$ cat config.mk
export PLATFORM = sky130hd
export DESIGN_NAME = presc_top
export DESIGN_NICKNAME = d
export VERILOG_FILES = /design/src/rtl/presc_pkg.sv /design/src/rtl/presc_stage.sv /design/src/rtl/presc_tap_sel.sv /design/src/rtl/presc_out.sv /design/src/rtl/presc_top.sv
export SDC_FILE = /design/constraint.sdc
export NUM_CORES = 1
export LEC_CHECK = 0
export BUFFER_PORTS_ARGS = -buffer_cell sky130_fd_sc_hd__buf_4
export CELL_PAD_IN_SITES_DETAIL_PLACEMENT = 2
export CELL_PAD_IN_SITES_GLOBAL_PLACEMENT = 2
export CORE_MARGIN = 3
export CORE_UTILIZATION = 32
export DETAILED_ROUTE_END_ITERATION = 16
export PLACE_DENSITY_LB_ADDON = 0.1
export SLEW_MARGIN = 20
export SYNTH_ARGS = -nofsm -noshare
export SYNTH_HDL_FRONTEND = slang
export SYNTH_SLANG_ARGS = --single-unit
$ cat constraint.sdc
create_clock -name clk -period 1.6 [get_ports clk]
set_input_delay 0 -clock clk [delete_from_list [all_inputs] [get_ports clk]]
set_output_delay 0 -clock clk [all_outputs]
set_load 0.01 [all_outputs]
$ cat src/rtl/presc_pkg.sv
package presc_pkg;
  localparam int RATE_W = 4;

  typedef logic [RATE_W-1:0] rate_t;

  typedef struct packed {
    logic       live;
    logic [3:0] bit_idx;
  } tap_pick_t;

  // Rate code to chain bit: 0 = off, 1 -> 256 Hz, 2 -> 128 Hz, c>=3 -> bit c-2
  function automatic tap_pick_t pick_tap(input rate_t code);
    tap_pick_t p;
    p.live    = 1'b1;
    p.bit_idx = 4'd0;
    case (code)
      4'd0:    p.live = 1'b0;
      4'd1:    p.bit_idx = 4'd6;
      4'd2:    p.bit_idx = 4'd7;
      default: p.bit_idx = 4'(code - 4'd2);
    endcase
    return p;
  endfunction
endpackage

$ cat src/rtl/presc_stage.sv
module presc_stage #(
  parameter int W = 3
) (
  input  logic         clk,
  input  logic         rst_n,
  input  logic         clr,
  input  logic         inc,
  output logic [W-1:0] cnt,
  output logic         carry
);
  always_ff @(posedge clk or negedge rst_n) begin
    if (!rst_n)   cnt <= '0;
    else if (clr) cnt <= '0;
    else if (inc) cnt <= cnt + 1'b1;
  end

  assign carry = inc & (&cnt);

  a_r9_stage_cleared: assert property (@(posedge clk) disable iff (!rst_n)
    clr |=> (cnt == '0));
  a_r2_stage_idle: assert property (@(posedge clk) disable iff (!rst_n)
    (!clr && !inc) |=> $stable(cnt));
endmodule

$ cat src/rtl/presc_tap_sel.sv
module presc_tap_sel
  import presc_pkg::*;
#(
  parameter int CHAIN_W = 15
) (
  input  logic [CHAIN_W-1:0] chain,
  input  rate_t              rate_sel,
  output logic               tap
);
  tap_pick_t pick;

  always_comb begin
    pick = pick_tap(rate_sel);
    tap  = 1'b0;
    for (int i = 0; i < CHAIN_W; i++) begin
      if (pick.live && (32'(pick.bit_idx) == i)) tap = chain[i];
    end
  end
endmodule

$ cat src/rtl/presc_out.sv
module presc_out (
  input  logic clk,
  input  logic rst_n,
  input  logic tap,
  input  logic sqw_en,
  input  logic pwr_fail,
  input  logic wrap,
  input  logic div_hold,
  output logic sqw_out,
  output logic periodic_evt,
  output logic sec_strobe
);
  logic tap_d;

  always_ff @(posedge clk or negedge rst_n) begin
    if (!rst_n) begin
      tap_d        <= 1'b0;
      sqw_out      <= 1'b0;
      periodic_evt <= 1'b0;
      sec_strobe   <= 1'b0;
    end else begin
      tap_d        <= tap;
      sqw_out      <= tap & sqw_en & ~pwr_fail;
      periodic_evt <= tap & ~tap_d;
      sec_strobe   <= wrap & ~div_hold;
    end
  end

  a_r6_pf_blocks_sqw: assert property (@(posedge clk) disable iff (!rst_n)
    pwr_fail |=> !sqw_out);
  a_r5_en_gates_sqw: assert property (@(posedge clk) disable iff (!rst_n)
    !sqw_en |=> !sqw_out);
  a_r7_evt_single: assert property (@(posedge clk) disable iff (!rst_n)
    periodic_evt |=> !periodic_evt);
  a_r8_strobe_from_wrap: assert property (@(posedge clk) disable iff (!rst_n)
    sec_strobe |-> $past(wrap));
endmodule

$ cat src/rtl/presc_top.sv
module presc_top
  import presc_pkg::*;
#(
  parameter int S0_W = 3,
  parameter int S1_W = 6,
  parameter int S2_W = 6
) (
  input  logic       clk,
  input  logic       rst_n,
  input  logic       ref_tick,
  input  logic       div_hold,
  input  logic [3:0] rate_sel,
  input  logic       sqw_en,
  input  logic       pwr_fail,
  output logic       sqw_out,
  output logic       periodic_evt,
  output logic       sec_strobe
);
  localparam int N_STG   = 3;
  localparam int CHAIN_W = S0_W + S1_W + S2_W;

  function automatic int stg_w(input int g);
    return (g == 0) ? S0_W : (g == 1) ? S1_W : S2_W;
  endfunction

  function automatic int stg_lsb(input int g);
    int s = 0;
    for (int k = 0; k < g; k++) s += stg_w(k);
    return s;
  endfunction

  logic [CHAIN_W-1:0] chain;
  logic [N_STG:0]     inc;
  logic               tap;

  assign inc[0] = ref_tick;

  for (genvar g = 0; g < N_STG; g++) begin : g_stage
    localparam int W = stg_w(g);
    localparam int L = stg_lsb(g);
    presc_stage #(.W(W)) stage_i (
      .clk  (clk),
      .rst_n(rst_n),
      .clr  (div_hold),
      .inc  (inc[g]),
      .cnt  (chain[L+W-1:L]),
      .carry(inc[g+1])
    );
  end

  presc_tap_sel #(.CHAIN_W(CHAIN_W)) tap_i (
    .chain   (chain),
    .rate_sel(rate_sel),
    .tap     (tap)
  );

  presc_out out_i (
    .clk         (clk),
    .rst_n       (rst_n),
    .tap         (tap),
    .sqw_en      (sqw_en),
    .pwr_fail    (pwr_fail),
    .wrap        (inc[N_STG]),
    .div_hold    (div_hold),
    .sqw_out     (sqw_out),
    .periodic_evt(periodic_evt),
    .sec_strobe  (sec_strobe)
  );

  a_r4_code0_silent: assert property (@(posedge clk) disable iff (!rst_n)
    (rate_sel == 4'd0) |=> (!periodic_evt && !sqw_out));
  a_r9_hold_no_strobe: assert property (@(posedge clk) disable iff (!rst_n)
    div_hold |=> !sec_strobe);
  a_r8_wrap_lands_zero: assert property (@(posedge clk) disable iff (!rst_n)
    (sec_strobe && !$past(div_hold)) |-> ($past(chain) == '1));
  a_r9_hold_zero_chain: assert property (@(posedge clk) disable iff (!rst_n)
    div_hold |=> (chain == '0));
endmodule

# [Yosys cells after proc, flatten, opt, wreduce, memory -nomap -nowiden]
# Index checks and enable logic that the tools add are counted.
[word_totals] in_bits=10 wordCells=83 regBits=19 output_inout_bits=3
[classes] add_sub_neg=4 eq_ne=16 bitwise_logic=10 n_mux=23 n_reduce_logical=23
[ops] cell="$eq A4 B4 Y1 const B" count=7
[ops] cell="$mux W6" count=4
[ops] cell="$eq A4 B3 Y1 const B" count=4
[ops] cell="$mux W1" count=16
[ops] cell="$logic_and A1 B1 Y1" count=15
[ops] cell="$add A6 B1 Y6 const B" count=2
[ops] cell="$eq A4 B2 Y1 const B" count=3
[ops] cell="$pmux W4 S3" count=1
[ops] cell="$reduce_and A6 Y1" count=2
[ops] cell="$eq A4 B1 Y1 const B" count=2
[ops] cell="$logic_not A4 Y1" count=2
[ops] cell="$and A1 B1 Y1" count=7
[ops] cell="$mux W3" count=2
[ops] cell="$reduce_bool A2 Y1" count=3
[ops] cell="$sub A4 B2 Y4 const B" count=1
[ops] cell="$add A3 B1 Y3 const B" count=1
[ops] cell="$not A1 Y1" count=3
[ops] cell="$reduce_and A3 Y1" count=1

# [Logic depth before layout (Yosys ltp)]
# Gate-level depths: netlist of run 1.
[logic_depth] word_depth=21 ltp_mapped=10 ltp_nobuf=7

# [Modules after synthesis]
# Synthesis of run 1 repeated with hierarchy kept, for this count alone.
[hier_totals] cells_unflattened=127 area_unflattened_um2=1172.4
[by_module_without_submodules] mod="presc_stage at g_stage[1].stage_i ..." n_inst=2 cells_per_inst=28 area_each_um2=290.3 seq_area_each_um2=150.1
[by_module_without_submodules] mod="presc_tap_sel" n_inst=1 cells_per_inst=52 area_each_um2=322.8 seq_area_each_um2=0.0
[by_module_without_submodules] mod="presc_stage at g_stage[0].stage_i" n_inst=1 cells_per_inst=12 area_each_um2=147.6 seq_area_each_um2=75.1
[by_module_without_submodules] mod="presc_out" n_inst=1 cells_per_inst=7 area_each_um2=121.4 seq_area_each_um2=100.1

# [Worst setup path before layout of run 1]
# Ideal clock, no wire load.
[synth_path] path_type="in2reg" from="input rate_sel[1]" to="register out_i.periodic_evt" setup_slack_ps=-181 cell_stages=9 n_path_buf=2 setup_ps=141 arrival_time_ps=1640 required_ps=1459 path_cell_list="buf_4 buf_4 inv_1 ha_1 or4_1 a21oi_1 a21oi_1 a21oi_2 a211oi_1"
[synth_via] elab_chain_len=20 word_cells_on_any_way=52 classes_between="1 x add/sub; 16 x eq/ne; 17 x mux; 1 x bitwise; 17 x reduce/logical"
[synth_lines] element="start: declaration" line="presc_top.sv:12" source="input logic [3:0] rate_sel,"
[synth_lines] element="$sub A4 B2 Y4 (tied with other cells)" line="presc_pkg.sv:20" source="default: p.bit_idx = 4'(code - 4'd2);"
[synth_lines] element="$pmux W4 S3" line="presc_pkg.sv:16" source="case (code)"
[synth_lines] element="$logic_not A4 Y1" line="presc_tap_sel.sv:16" source="if (pick.live && (32'(pick.bit_idx) == i)) tap = chain[i];"
[synth_lines] element="$logic_and A1 B1 Y1" line="presc_tap_sel.sv:16"
[synth_lines] element="$mux W1 (14 in series)" line="presc_tap_sel.sv:16"
[synth_lines] element="$mux W1 (*)" line="presc_tap_sel.sv:16"
[synth_lines] element="$and A1 B1 Y1 (*)" line="presc_out.sv:24" source="periodic_evt <= tap & ~tap_d;"
[synth_lines] element="end signal: assignment" line="presc_out.sv:24"
[synth_lines] element="end: declaration" line="presc_out.sv:10" source="output logic periodic_evt,"
# Mark *: on every way between the ends. The rest lies on a longest branch, timed or not.
# A chain may end at the register's enable or synchronous reset.

# [Worst setup path after layout of run 1]
[layout_path] from="register g_stage[1].stage_i.cnt[3]" to="register out_i.sqw_out"
[layout_via] elab_chain_len=11
[layout_lines] element="start: declaration" line="presc_stage.sv:8" source="output logic [W-1:0] cnt,"
[layout_lines] element="start signal: assignment" line="presc_stage.sv:14" source="else if (inc) cnt <= cnt + 1'b1;"
[layout_lines] element="$mux W1 (9 in series)" line="presc_tap_sel.sv:16"
[layout_lines] element="$and A1 B1 Y1 (2 in series)" line="presc_out.sv:23" source="sqw_out <= tap & sqw_en & ~pwr_fail;"
[layout_lines] element="end signal: assignment" line="presc_out.sv:23"
[layout_lines] element="end: declaration" line="presc_out.sv:9" source="output logic sqw_out,"
# Every way passes these cells.

==> impl_metrics.py, run 1 <==
metrics = {
    "floorplanning": {
        "core_um2": 3830,
        "rows": 22,
        "fp.dieW_um": 70.3,
        "ios": 13,
        "initial_core_util": 0.345,
        "die_area_um2": 4940,
        "dieHeight_um": 70.3,
    },
    "power_and_ir_drop": {
        "p_int_mw": 0.785,
        "p_switching_mw": 0.303,
        "combPwrFrac": 0.227,
        "netSwitchingFraction": 0.278,
        "power.leakage_nw": 0.753,
        "power-per-cell-area_nw_per_um2": 641,
        "p_seq_frac": 0.464,
        "ir_worst_vdd_uv": 312,
        "pwr-share-clk": 0.308,
    },
    "yosys": {
        "synth-edff-count": 0,
        "syn-cell-area_um2": 1320,
        "synth_nets": 166,
        "syn_inst": 151,
        "yosysUniqueCellTypes": 45,
        "ys_seq_area_frac": 0.360,
        "yosys_most_used_dff": "dfrtp_1",
        "synth_area_leaders": "dfrtp_1 (36%), nor2_1 (5.4%), ha_1 (4.7%), xor2_1 (4.0%), a21oi_1 (3.8%)",
        "async_flop_share": 1.00,
        "yosysTopAreaCell": "dfrtp_1",
        "avgSynthCellArea_um2": 8.75,
        "yosys_warnings": 0,
        "synth_seq_cells": 19,
        "yosysTopAreaCellShare": 0.360,
    },
    "grt": {
        "grt_pass1_vias": 1345,
        "antenna_found_initial": 0,
        "grt_usage": 0.163,
        "grt_pass1_wl_mm": 6.49,
        "grt_max_degree": 21,
        "grt-ovfl-total": 0,
    },
    "setup_path": {
        "path_cells": "or3b_4 -> a211o_1 -> nand4_1 -> a211oi_4 -> a2111oi_2",
        "reg2reg_to": "out_i.sqw_out$_DFF_PN0_",
        "cp_data_arrival_time_ns": 1.72,
        "end_kind": "flop",
        "cp.required_ns": 1.75,
        "cp_top_family": "compound AO/OA/AOI/OAI gates",
        "slowest_delay_ns": 0.38,
        "path_buf_inv": 0,
        "slowest_stage": "or3b_4",
        "critPathLaunchType": "flop",
        "reg2reg_from": "g_stage[1].stage_i.cnt[3]$_DFFE_PN0P_",
        "rrSetupSlack_ns": 0.03,
        "worstPathMaxFanout": 3,
        "worst_r2r_path_depth": 5,
        "crit_type": "reg2reg",
    },
    "final_layout": {
        "final_nets": 191,
        "final_layout_size_suffix_gt1_frac": 0.274,
        "nFillCells": 419,
        "diodes": 0,
        "areaGrowthSynthToFinish_pct": 28.5,
        "final_util": 0.444,
    },
    "clock_network": {
        "htree_num_levels": 1,
        "clockBufferDepth": 2,
        "cts.sinks": 19,
        "cts-root-buf": "clkbuf_8",
        "clkTransAtPathRegs_ns": 0.07,
        "numCtsBuffers": 3,
        "clkLatencyLatePin_ns": 0.26,
        "cts_tree": "built",
    },
    "worst_hold_path": {
        "hold_depth": 2,
        "hold_start": "div_hold",
        "worst_hold_path.endpoint": "g_stage[2].stage_i.cnt[4]$_DFFE_PN0P_",
        "hold_class": "in2reg",
    },
    "sta": {
        "finalMaxSlewViolations": 0,
        "fmax_ghz": 0.637,
        "worst_slew_pin_slew_ns": 0.459,
        "hold_viol": 0,
        "tns_ns": 0,
        "clock_skew_ns": 0.00263,
        "max_slew_margin": 0.690,
        "finalSetupViolations": 0,
        "rsz0062_at_grt": "yes",
        "final.min_clock_period_ns": 1.57,
        "setup_ws_ns": 0.0298,
        "fin_crit_sh": 0.981,
    },
    "run": {
        "maxCapViolCount": 0,
    },
    "drt": {
        "vias": 1197,
        "wirelength_mm": 3.85,
        "drc": 0,
        "ant_nets": 0,
        "avgViaCountPerCell": 5.37,
        "drt_iter0_drc": 28,
        "dr.pass1.iters": 4,
        "wl_per_cell_um": 17.3,
    },
    "placement": {
        "dp_hpwl_mm": 2.91,
        "gp_congestion": 0.833,
        "dpl_worst_slack_ns": -0.0338,
        "port_buffers": 12,
    },
    "run_status": {
        "status": "finished, final reports clean",
    },
}
[synth_stat cells, types with 2 or more instances]
cell,n
and3b_1,2
a31oi_1,2
a211o_1,2
nor2_1,19
o2bb2ai_1,2
mux2i_1,2
a211oi_1,2
a21oi_1,10
nand2_1,9
ha_1,5
o21ai_0,5
a21o_1,3
xnor2_1,5
nor3_1,5
clkbuf_1,2
xor2_1,6
o211ai_1,2
and3_1,3
inv_1,5
nand4_1,3
dfrtp_1,19
nand3_1,9
buf_2,5
buf_4,3
[logic make-up (layout without fill, tap and decap cells)]
group           after synthesis  after routing  synth area share
compound gates               36             36             0.197
mux                           2              2            0.0152
flops                        19             19             0.360
fa+ha+maj                     6              6            0.0559
xor+xnor                     11             11            0.0729
simple gates                 61             61             0.235
buf+inv                      16             40            0.0644
[flip-flops by register name, indices dropped and copies added (netlist names)]
signal and flops:
g_stage.stage_i.cnt 15, out_i.periodic_evt 1, out_i.sec_strobe 1, out_i.sqw_out 1, out_i.tap_d 1
[worst max-delay path by stage]
stage	cells past startpoint	startpoint	to
after CTS	7	g_stage[0].stage_i.cnt[1]$_DFFE_PN0P_	g_stage[2].stage_i.cnt[5]$_DFFE_PN0P_
after global placement	7	g_stage[0].stage_i.cnt[0]$_DFFE_PN0P_	g_stage[2].stage_i.cnt[5]$_DFFE_PN0P_
after floorplan	7	g_stage[0].stage_i.cnt[0]$_DFFE_PN0P_	g_stage[2].stage_i.cnt[5]$_DFFE_PN0P_
after detailed placement	8	rate_sel[2]	out_i.periodic_evt$_DFF_PN0_
final	5	g_stage[1].stage_i.cnt[3]$_DFFE_PN0P_	out_i.sqw_out$_DFF_PN0_
after global routing	7	g_stage[0].stage_i.cnt[1]$_DFFE_PN0P_	g_stage[2].stage_i.cnt[5]$_DFFE_PN0P_
[final cells by class]
cell class,count,area (µm²),area share
Clock buffer,3,41.3,0.0243
Clock inverter,1,5.00,0.00295
Inverter,5,21.3,0.0125
Multi-Input combinational cell,116,838,0.494
Sequential cell,19,475,0.280
Tap cell,48,60.1,0.0354
Timing Repair Buffer,31,256,0.151
[what timing repair did]
action / 4_1_cts / 5_1_grt
hold buffers: 3 / 0
setup buffers: 1 / 2
endpoints found under the hold margin: 20 / 0
resized for setup: 2 / 10
pin swaps: 1 / 10
setup endpoints to repair: 5 / 11
[power by group through the flow]
stage	Sequential (mW)	Combinational [mW]	Clock, mW
finish	0.505	0.247	0.335
global route	0.507	0.279	0.373
CTS	0.504	0.240	0.347
detailed placement	0.514	0.229	0
global placement	0.512	0.221	0
floorplan	0.517	0.143	0
[cell usage in the layout (no fill, tap or decap), drive strengths merged, types with 6 or more instances in the layout]
master | synthesis | routed
a21oi | 11 | 11
buf | 9 | 28
dfrtp | 19 | 19
nand2 | 9 | 9
nand3 | 9 | 9
nor2 | 19 | 19
xor2 | 6 | 6
[worst register-to-register path: cells and delay by family (launching register included)]
family	cells	cell delay, ns
compound gates	3	0.60
simple gates	2	0.53
flops	1	0.34
[stage by stage]
stage | hold slack [ns] | instances | area, µm² | power (mW)
floorplan | -0.296 | 151 | 1360 | 0.660
global placement | -0.109 | 213 | 1540 | 0.733
finish | 0.0247 | 223 | 1700 | 1.09
CTS | 0.0344 | 221 | 1630 | 1.09
global route | 0.0450 | 223 | 1700 | 1.16
detailed placement | -0.112 | 213 | 1540 | 0.743
[routing by layer]
layer / track usage / vias up / part of all wire
met3: 0.0288 / 4 / 0.016
li1: - / 584 / -
met4: 0.0319 / 0 / 0.0060
met5: 0 / - / 0
met1: 0.201 / 602 / 0.46
met2: 0.293 / 7 / 0.52
Power figures use the tool's default switching activity.
==> run 2, diff against run 1 <==
--- a/config.mk
+++ b/config.mk
@@ -9,7 +9,7 @@
 export CELL_PAD_IN_SITES_DETAIL_PLACEMENT = 2
 export CELL_PAD_IN_SITES_GLOBAL_PLACEMENT = 2
 export CORE_MARGIN = 3
-export CORE_UTILIZATION = 32
+export CORE_UTILIZATION = 30
 export DETAILED_ROUTE_END_ITERATION = 16
 export PLACE_DENSITY_LB_ADDON = 0.1
 export SLEW_MARGIN = 20
==> run 2 against run 1 <==
- the run now ends with setup timing left
- final area is 1.7% higher
- power is 1.6% higher
- register-to-register slack worse by 0.03 ns
- critical path type unchanged
- highest routed layer unchanged
- clock-buffer cell count increased by 1
- sequential cell count is the same
==> impl_metrics.py, run 2 (same netlist as run 1, synthesis figures left out) <==
metrics = {
    "placement": {
        "placed_area_um2": 1550,
        "port_buffers": 12,
        "dp_hpwl_mm": 2.94,
        "gp_congestion": 0.770,
    },
    "drt": {
        "ant_nets": 0,
        "route.met2.wl_mm": 2.09,
        "wirelength_mm": 4.00,
        "wl_per_cell_um": 17.6,
        "vias": 1206,
        "drc": 0,
        "wl_met1_mm": 1.75,
        "highest_layer": "met4",
        "drt_iter0_drc": 52,
        "dr_wl_met3_um": 141,
        "avgViaCountPerCell": 5.29,
        "dr.pass1.iters": 4,
    },
    "grt": {
        "grt_pass1_wl_mm": 6.82,
        "grt_max_degree": 20,
        "grt-ovfl-total": 0,
        "grt_usage": 0.167,
        "antenna_found_initial": 0,
        "grt_pass1_vias": 1302,
    },
    "clock_network": {
        "clkTransAtPathRegs_ns": 0.07,
        "clockBufferDepth": 2,
        "cts_tree": "built",
        "numCtsBuffers": 3,
        "htree_num_levels": 1,
        "cts-root-buf": "clkbuf_8",
        "clkLatencyLatePin_ns": 0.25,
        "cts.sinks": 19,
    },
    "sta": {
        "fmax_ghz": 0.624,
        "setup_ws_ns": -0.00316,
        "clock_skew_ns": 0.00147,
        "worst_slew_pin_slew_ns": 0.454,
        "final.min_clock_period_ns": 1.60,
        "fin_crit_sh": 1.00,
        "finalSetupViolations": 1,
        "max_slew_margin": 0.693,
        "tns_ns": -0.00316,
        "rsz0062_at_grt": "yes",
        "hold_viol": 0,
        "finalMaxSlewViolations": 0,
    },
    "final_layout": {
        "top_register": "g_stage.stage_i.cnt",
        "final_layout_size_suffix_gt1_frac": 0.287,
        "final_util": 0.420,
        "areaGrowthSynthToFinish_pct": 30.7,
        "final_nets": 194,
        "layout_commonest_cell": "buf_4",
        "largest_register_ffs": 15,
        "diodes": 0,
        "nFillCells": 451,
        "final_cell_mix": "buf_4 (31), nor2_1 (19), dfrtp_1 (19)",
        "final_cell_area_um2": 1730,
    },
    "setup_path": {
        "cp_data_arrival_time_ns": 1.75,
        "end_kind": "flop",
        "reg2reg_from": "g_stage[0].stage_i.cnt[0]$_DFFE_PN0P_",
        "critPathLaunchType": "flop",
        "crit_type": "reg2reg",
        "worst_r2r_path_depth": 8,
        "worstPathMaxFanout": 5,
        "cp.required_ns": 1.74,
        "reg2reg_to": "g_stage[2].stage_i.cnt[5]$_DFFE_PN0P_",
        "rrSetupSlack_ns": -0.003,
    },
    "floorplanning": {
        "fp.dieW_um": 72.4,
        "ios": 13,
        "rows": 23,
        "die_area_um2": 5240,
        "dieHeight_um": 72.4,
        "core_um2": 4120,
        "initial_core_util": 0.321,
    },
    "worst_hold_path": {
        "hold_class": "in2reg",
        "hold_depth": 2,
        "hold_start": "div_hold",
        "worst_hold_path.endpoint": "g_stage[1].stage_i.cnt[1]$_DFFE_PN0P_",
    },
    "power_and_ir_drop": {
        "ir_worst_vdd_uv": 334,
        "power-per-cell-area_nw_per_um2": 640,
        "power.leakage_nw": 0.742,
    },
    "run_status": {
        "status": "finished with violations",
        "failed_checks": "setup timing",
    },
    "run": {
        "maxCapViolCount": 0,
    },
}
[run 2: changes by cell type in the layout (fill, tap and decap cells not counted), sizes merged]
cell | before | now
clkinv | 1 | 0
clkbuf | 3 | 4
buf | 28 | 31
[run 2: worst max path at each step]
stage,start,endpoint,cells past startpoint
after global routing,g_stage[0].stage_i.cnt[0]$_DFFE_PN0P_,g_stage[2].stage_i.cnt[5]$_DFFE_PN0P_,8
final,g_stage[0].stage_i.cnt[0]$_DFFE_PN0P_,g_stage[2].stage_i.cnt[5]$_DFFE_PN0P_,8
after detailed placement,rate_sel[2],out_i.periodic_evt$_DFF_PN0_,8
after global placement,g_stage[0].stage_i.cnt[0]$_DFFE_PN0P_,g_stage[1].stage_i.cnt[5]$_DFFE_PN0P_,7
after floorplan,g_stage[0].stage_i.cnt[0]$_DFFE_PN0P_,g_stage[2].stage_i.cnt[5]$_DFFE_PN0P_,7
after CTS,g_stage[1].stage_i.cnt[3]$_DFFE_PN0P_,out_i.sqw_out$_DFF_PN0_,5
[run 2: layer usage]
metal | up-vias | track usage
met5 | - | 0
met4 | 0 | 0.0313
met3 | 2 | 0.0291
met2 | 20 | 0.298
met1 | 597 | 0.212
li1 | 587 | -
[run 2: through the flow]
step | setup WS, ns | instances | hold WS (ns) | power (mW)
3_5_place_dp | -0.0221 | 217 | -0.103 | 0.742
6_report | -0.00316 | 228 | 0.0400 | 1.10
3_3_place_gp | 0.0205 | 217 | -0.102 | 0.734
4_1_cts | -0.0158 | 227 | 0.0274 | 1.10
5_1_grt | -0.139 | 228 | 0.0458 | 1.16
2_1_floorplan | 0.0114 | 151 | -0.296 | 0.660
[run 2: area by class of cell]
cell class	instances	area, µm²	area share
flip-flops and latches	19	475	0.275
inverters	5	21.3	0.0123
multi-input cells	116	860	0.498
clock buffers	4	45.0	0.0261
well taps	50	62.6	0.0362
repair buffers	34	263	0.152
[run 2: worst max-delay path: stages, from the launching register on]
cell and delay (ns):
dfrtp_1 0.38, ha_2 0.20, ha_4 0.14, nand4_1 0.16, nor2_1 0.14, buf_4 0.14
nand4_1 0.11, xnor2_1 0.16, nor2_1 0.06
[run 2: power breakdown]
| group | switching [mW] | internal (mW) | total (mW) | leakage (nW) |
|---|---|---|---|---|
| sequential | 0.00780 | 0.497 | 0.505 | 0.260 |
| clock | 0.166 | 0.177 | 0.343 | 0.0228 |
| combinational | 0.142 | 0.115 | 0.257 | 0.459 |
| total | 0.316 | 0.789 | 1.10 | 0.742 |
[run 2: what timing repair did]
item                                    CTS  global route
endpoints found under the setup margin    5            11
hold buffers                              3             0
pin swaps                                 4            10
endpoints found under the hold margin    20             0
buffers inserted                          3             1
gates resized for setup                   3             9
==> run 3, diff against run 2 <==
--- a/config.mk
+++ b/config.mk
@@ -9,9 +9,10 @@
 export CELL_PAD_IN_SITES_DETAIL_PLACEMENT = 2
 export CELL_PAD_IN_SITES_GLOBAL_PLACEMENT = 2
 export CORE_MARGIN = 3
-export CORE_UTILIZATION = 30
+export CORE_UTILIZATION = 32
 export DETAILED_ROUTE_END_ITERATION = 16
 export PLACE_DENSITY_LB_ADDON = 0.1
+export REMOVE_ABC_BUFFERS = 1
 export SLEW_MARGIN = 20
 export SYNTH_ARGS = -nofsm -noshare
 export SYNTH_HDL_FRONTEND = slang
==> run 3 against run 2 <==
- clock power increased by 1%
- highest routed layer unchanged
- critical endpoint is now out_i.periodic_evt$_DFF_PN0_
- the flow still finishes with violations (setup timing)
- utilization grew 3.4 points
- critical path depth decreased by 3
==> impl_metrics.py, run 3 (same netlist as run 1, synthesis figures left out) <==
metrics = {
    "grt": {
        "antenna_found_initial": 0,
        "grt-ovfl-total": 0,
        "grt_pass1_wl_mm": 6.66,
        "grt_pass1_vias": 1316,
        "grt_max_degree": 21,
        "grt_usage": 0.169,
    },
    "placement": {
        "place_inst": 216,
        "dp_hpwl_mm": 2.81,
        "port_buffers": 12,
        "gp_congestion": 0.841,
        "placed_area_um2": 1530,
    },
    "final_layout": {
        "final_cell_count_no_fill": 227,
        "largest_register_ffs": 15,
        "final_cell_mix": "buf_4 (32), nor2_1 (19), dfrtp_1 (17)",
        "areaGrowthSynthToFinish_pct": 31.3,
        "final_cell_area_um2": 1740,
        "layout_commonest_cell": "buf_4",
        "top_register": "g_stage.stage_i.cnt",
        "final_layout_size_suffix_gt1_frac": 0.307,
        "final_nets": 195,
        "final_util": 0.454,
        "diodes": 0,
    },
    "floorplanning": {
        "ios": 13,
        "core_um2": 3830,
        "fp.dieW_um": 70.3,
        "dieHeight_um": 70.3,
        "die_area_um2": 4940,
        "rows": 22,
        "initial_core_util": 0.345,
    },
    "sta": {
        "rsz0062_at_grt": "yes",
        "max_slew_margin": 0.687,
        "worst_slew_pin_slew_ns": 0.467,
        "fmax_ghz": 0.618,
        "finalSetupViolations": 2,
        "fin_crit_sh": 1.01,
        "hold-worst-slack_ns": 0.0310,
        "hold_viol": 0,
        "final.min_clock_period_ns": 1.62,
        "clock_skew_ns": 0.00732,
        "setup_ws_ns": -0.0172,
        "finalMaxSlewViolations": 0,
    },
    "clock_network": {
        "cts_tree": "built",
        "numCtsBuffers": 3,
        "cts-root-buf": "clkbuf_8",
        "clkTransAtPathRegs_ns": 0.08,
        "htree_num_levels": 1,
        "clockBufferDepth": 2,
        "clkLatencyLatePin_ns": 0.27,
        "cts.sinks": 19,
    },
    "power_and_ir_drop": {
        "power.leakage_nw": 0.751,
        "power-per-cell-area_nw_per_um2": 646,
        "ir_worst_vdd_uv": 431,
    },
    "setup_path": {
        "rrSetupSlack_ns": -0.02,
        "worst_r2r_path_depth": 5,
        "reg2reg_to": "out_i.periodic_evt$_DFF_PN0_",
        "cp_data_arrival_time_ns": 1.75,
        "cp.required_ns": 1.73,
        "worstPathMaxFanout": 3,
        "critPathLaunchType": "flop",
        "crit_type": "reg2reg",
        "reg2reg_from": "g_stage[2].stage_i.cnt[5]$_DFFE_PN0P_",
        "end_kind": "flop",
    },
    "run_status": {
        "status": "finished with violations",
        "failed_checks": "setup timing",
    },
    "run": {
        "maxCapViolCount": 0,
    },
    "worst_hold_path": {
        "worst_hold_path.endpoint": "g_stage[2].stage_i.cnt[0]$_DFFE_PN0P_",
        "hold_depth": 2,
        "hold_class": "in2reg",
        "hold_start": "div_hold",
    },
    "drt": {
        "vias": 1229,
        "wl_per_cell_um": 18.1,
        "ant_nets": 0,
        "drc": 0,
        "wirelength_mm": 4.10,
        "drt_iter0_drc": 78,
        "dr.pass1.iters": 4,
        "avgViaCountPerCell": 5.41,
    },
}
[run 3: layout make-up]
type / count / area (µm²)
clock buffers: 3 / 41.3
clock inverters: 1 / 5.00
fillers: 414 / 2090
inverters: 5 / 18.8
multi-input cells: 116 / 862
flip-flops and latches: 19 / 478
well taps: 48 / 60.1
repair buffers: 35 / 270
[run 3: repair_timing]
action                     4_1_cts  5_1_grt
setup endpoints to repair        2       11
hold buffers                     3        0
hold endpoints to repair        20        0
buffers inserted                 2        2
resized for setup                5       15
pin swaps                        3        9
[run 3: worst max-delay path by stage]
stage	from	endpoint
2_1_floorplan	g_stage[0].stage_i.cnt[0]$_DFFE_PN0P_	g_stage[2].stage_i.cnt[5]$_DFFE_PN0P_
3_3_place_gp	rate_sel[1]	out_i.periodic_evt$_DFF_PN0_
3_5_place_dp	rate_sel[1]	out_i.periodic_evt$_DFF_PN0_
4_1_cts	g_stage[1].stage_i.cnt[4]$_DFFE_PN0P_	out_i.periodic_evt$_DFF_PN0_
5_1_grt	g_stage[0].stage_i.cnt[0]$_DFFE_PN0P_	g_stage[2].stage_i.cnt[5]$_DFFE_PN0P_
6_report	g_stage[2].stage_i.cnt[5]$_DFFE_PN0P_	out_i.periodic_evt$_DFF_PN0_
[run 3: report_power, final]
part | internal (mW) | leakage [nW] | switching (mW)
clock network | 0.174 | 0.0255 | 0.174
logic | 0.120 | 0.469 | 0.147
registers | 0.497 | 0.257 | 0.00954
[run 3: routing by layer]
| layer | track usage | share of wire | vias to the layer above |
|---|---|---|---|
| li1 | - | - | 594 |
| met1 | 0.214 | 0.44 | 615 |
| met2 | 0.287 | 0.52 | 14 |
| met3 | 0.0216 | 0.021 | 6 |
| met4 | 0.0660 | 0.019 | 0 |
| met5 | 0 | 0 | - |
[run 3: critical path, cell delays in order, from the launching register on]
cell	delay (ns)
dfrtp_1	0.40
or4_4	0.50
a21oi_4	0.16
a21oi_2	0.05
o211ai_1	0.22
a211oi_1	0.15
[run 3: per-stage QoR]
stage / TNS [ns] / power [mW] / worst slack (ns)
final: -0.0191 / 1.12 / -0.0172
after global routing: -0.610 / 1.18 / -0.122
after CTS: 0 / 1.10 / 0.0307
after detailed placement: -0.233 / 0.737 / -0.0541
after global placement: -0.0159 / 0.727 / -0.0101
after floorplan: 0 / 0.616 / 0.0191
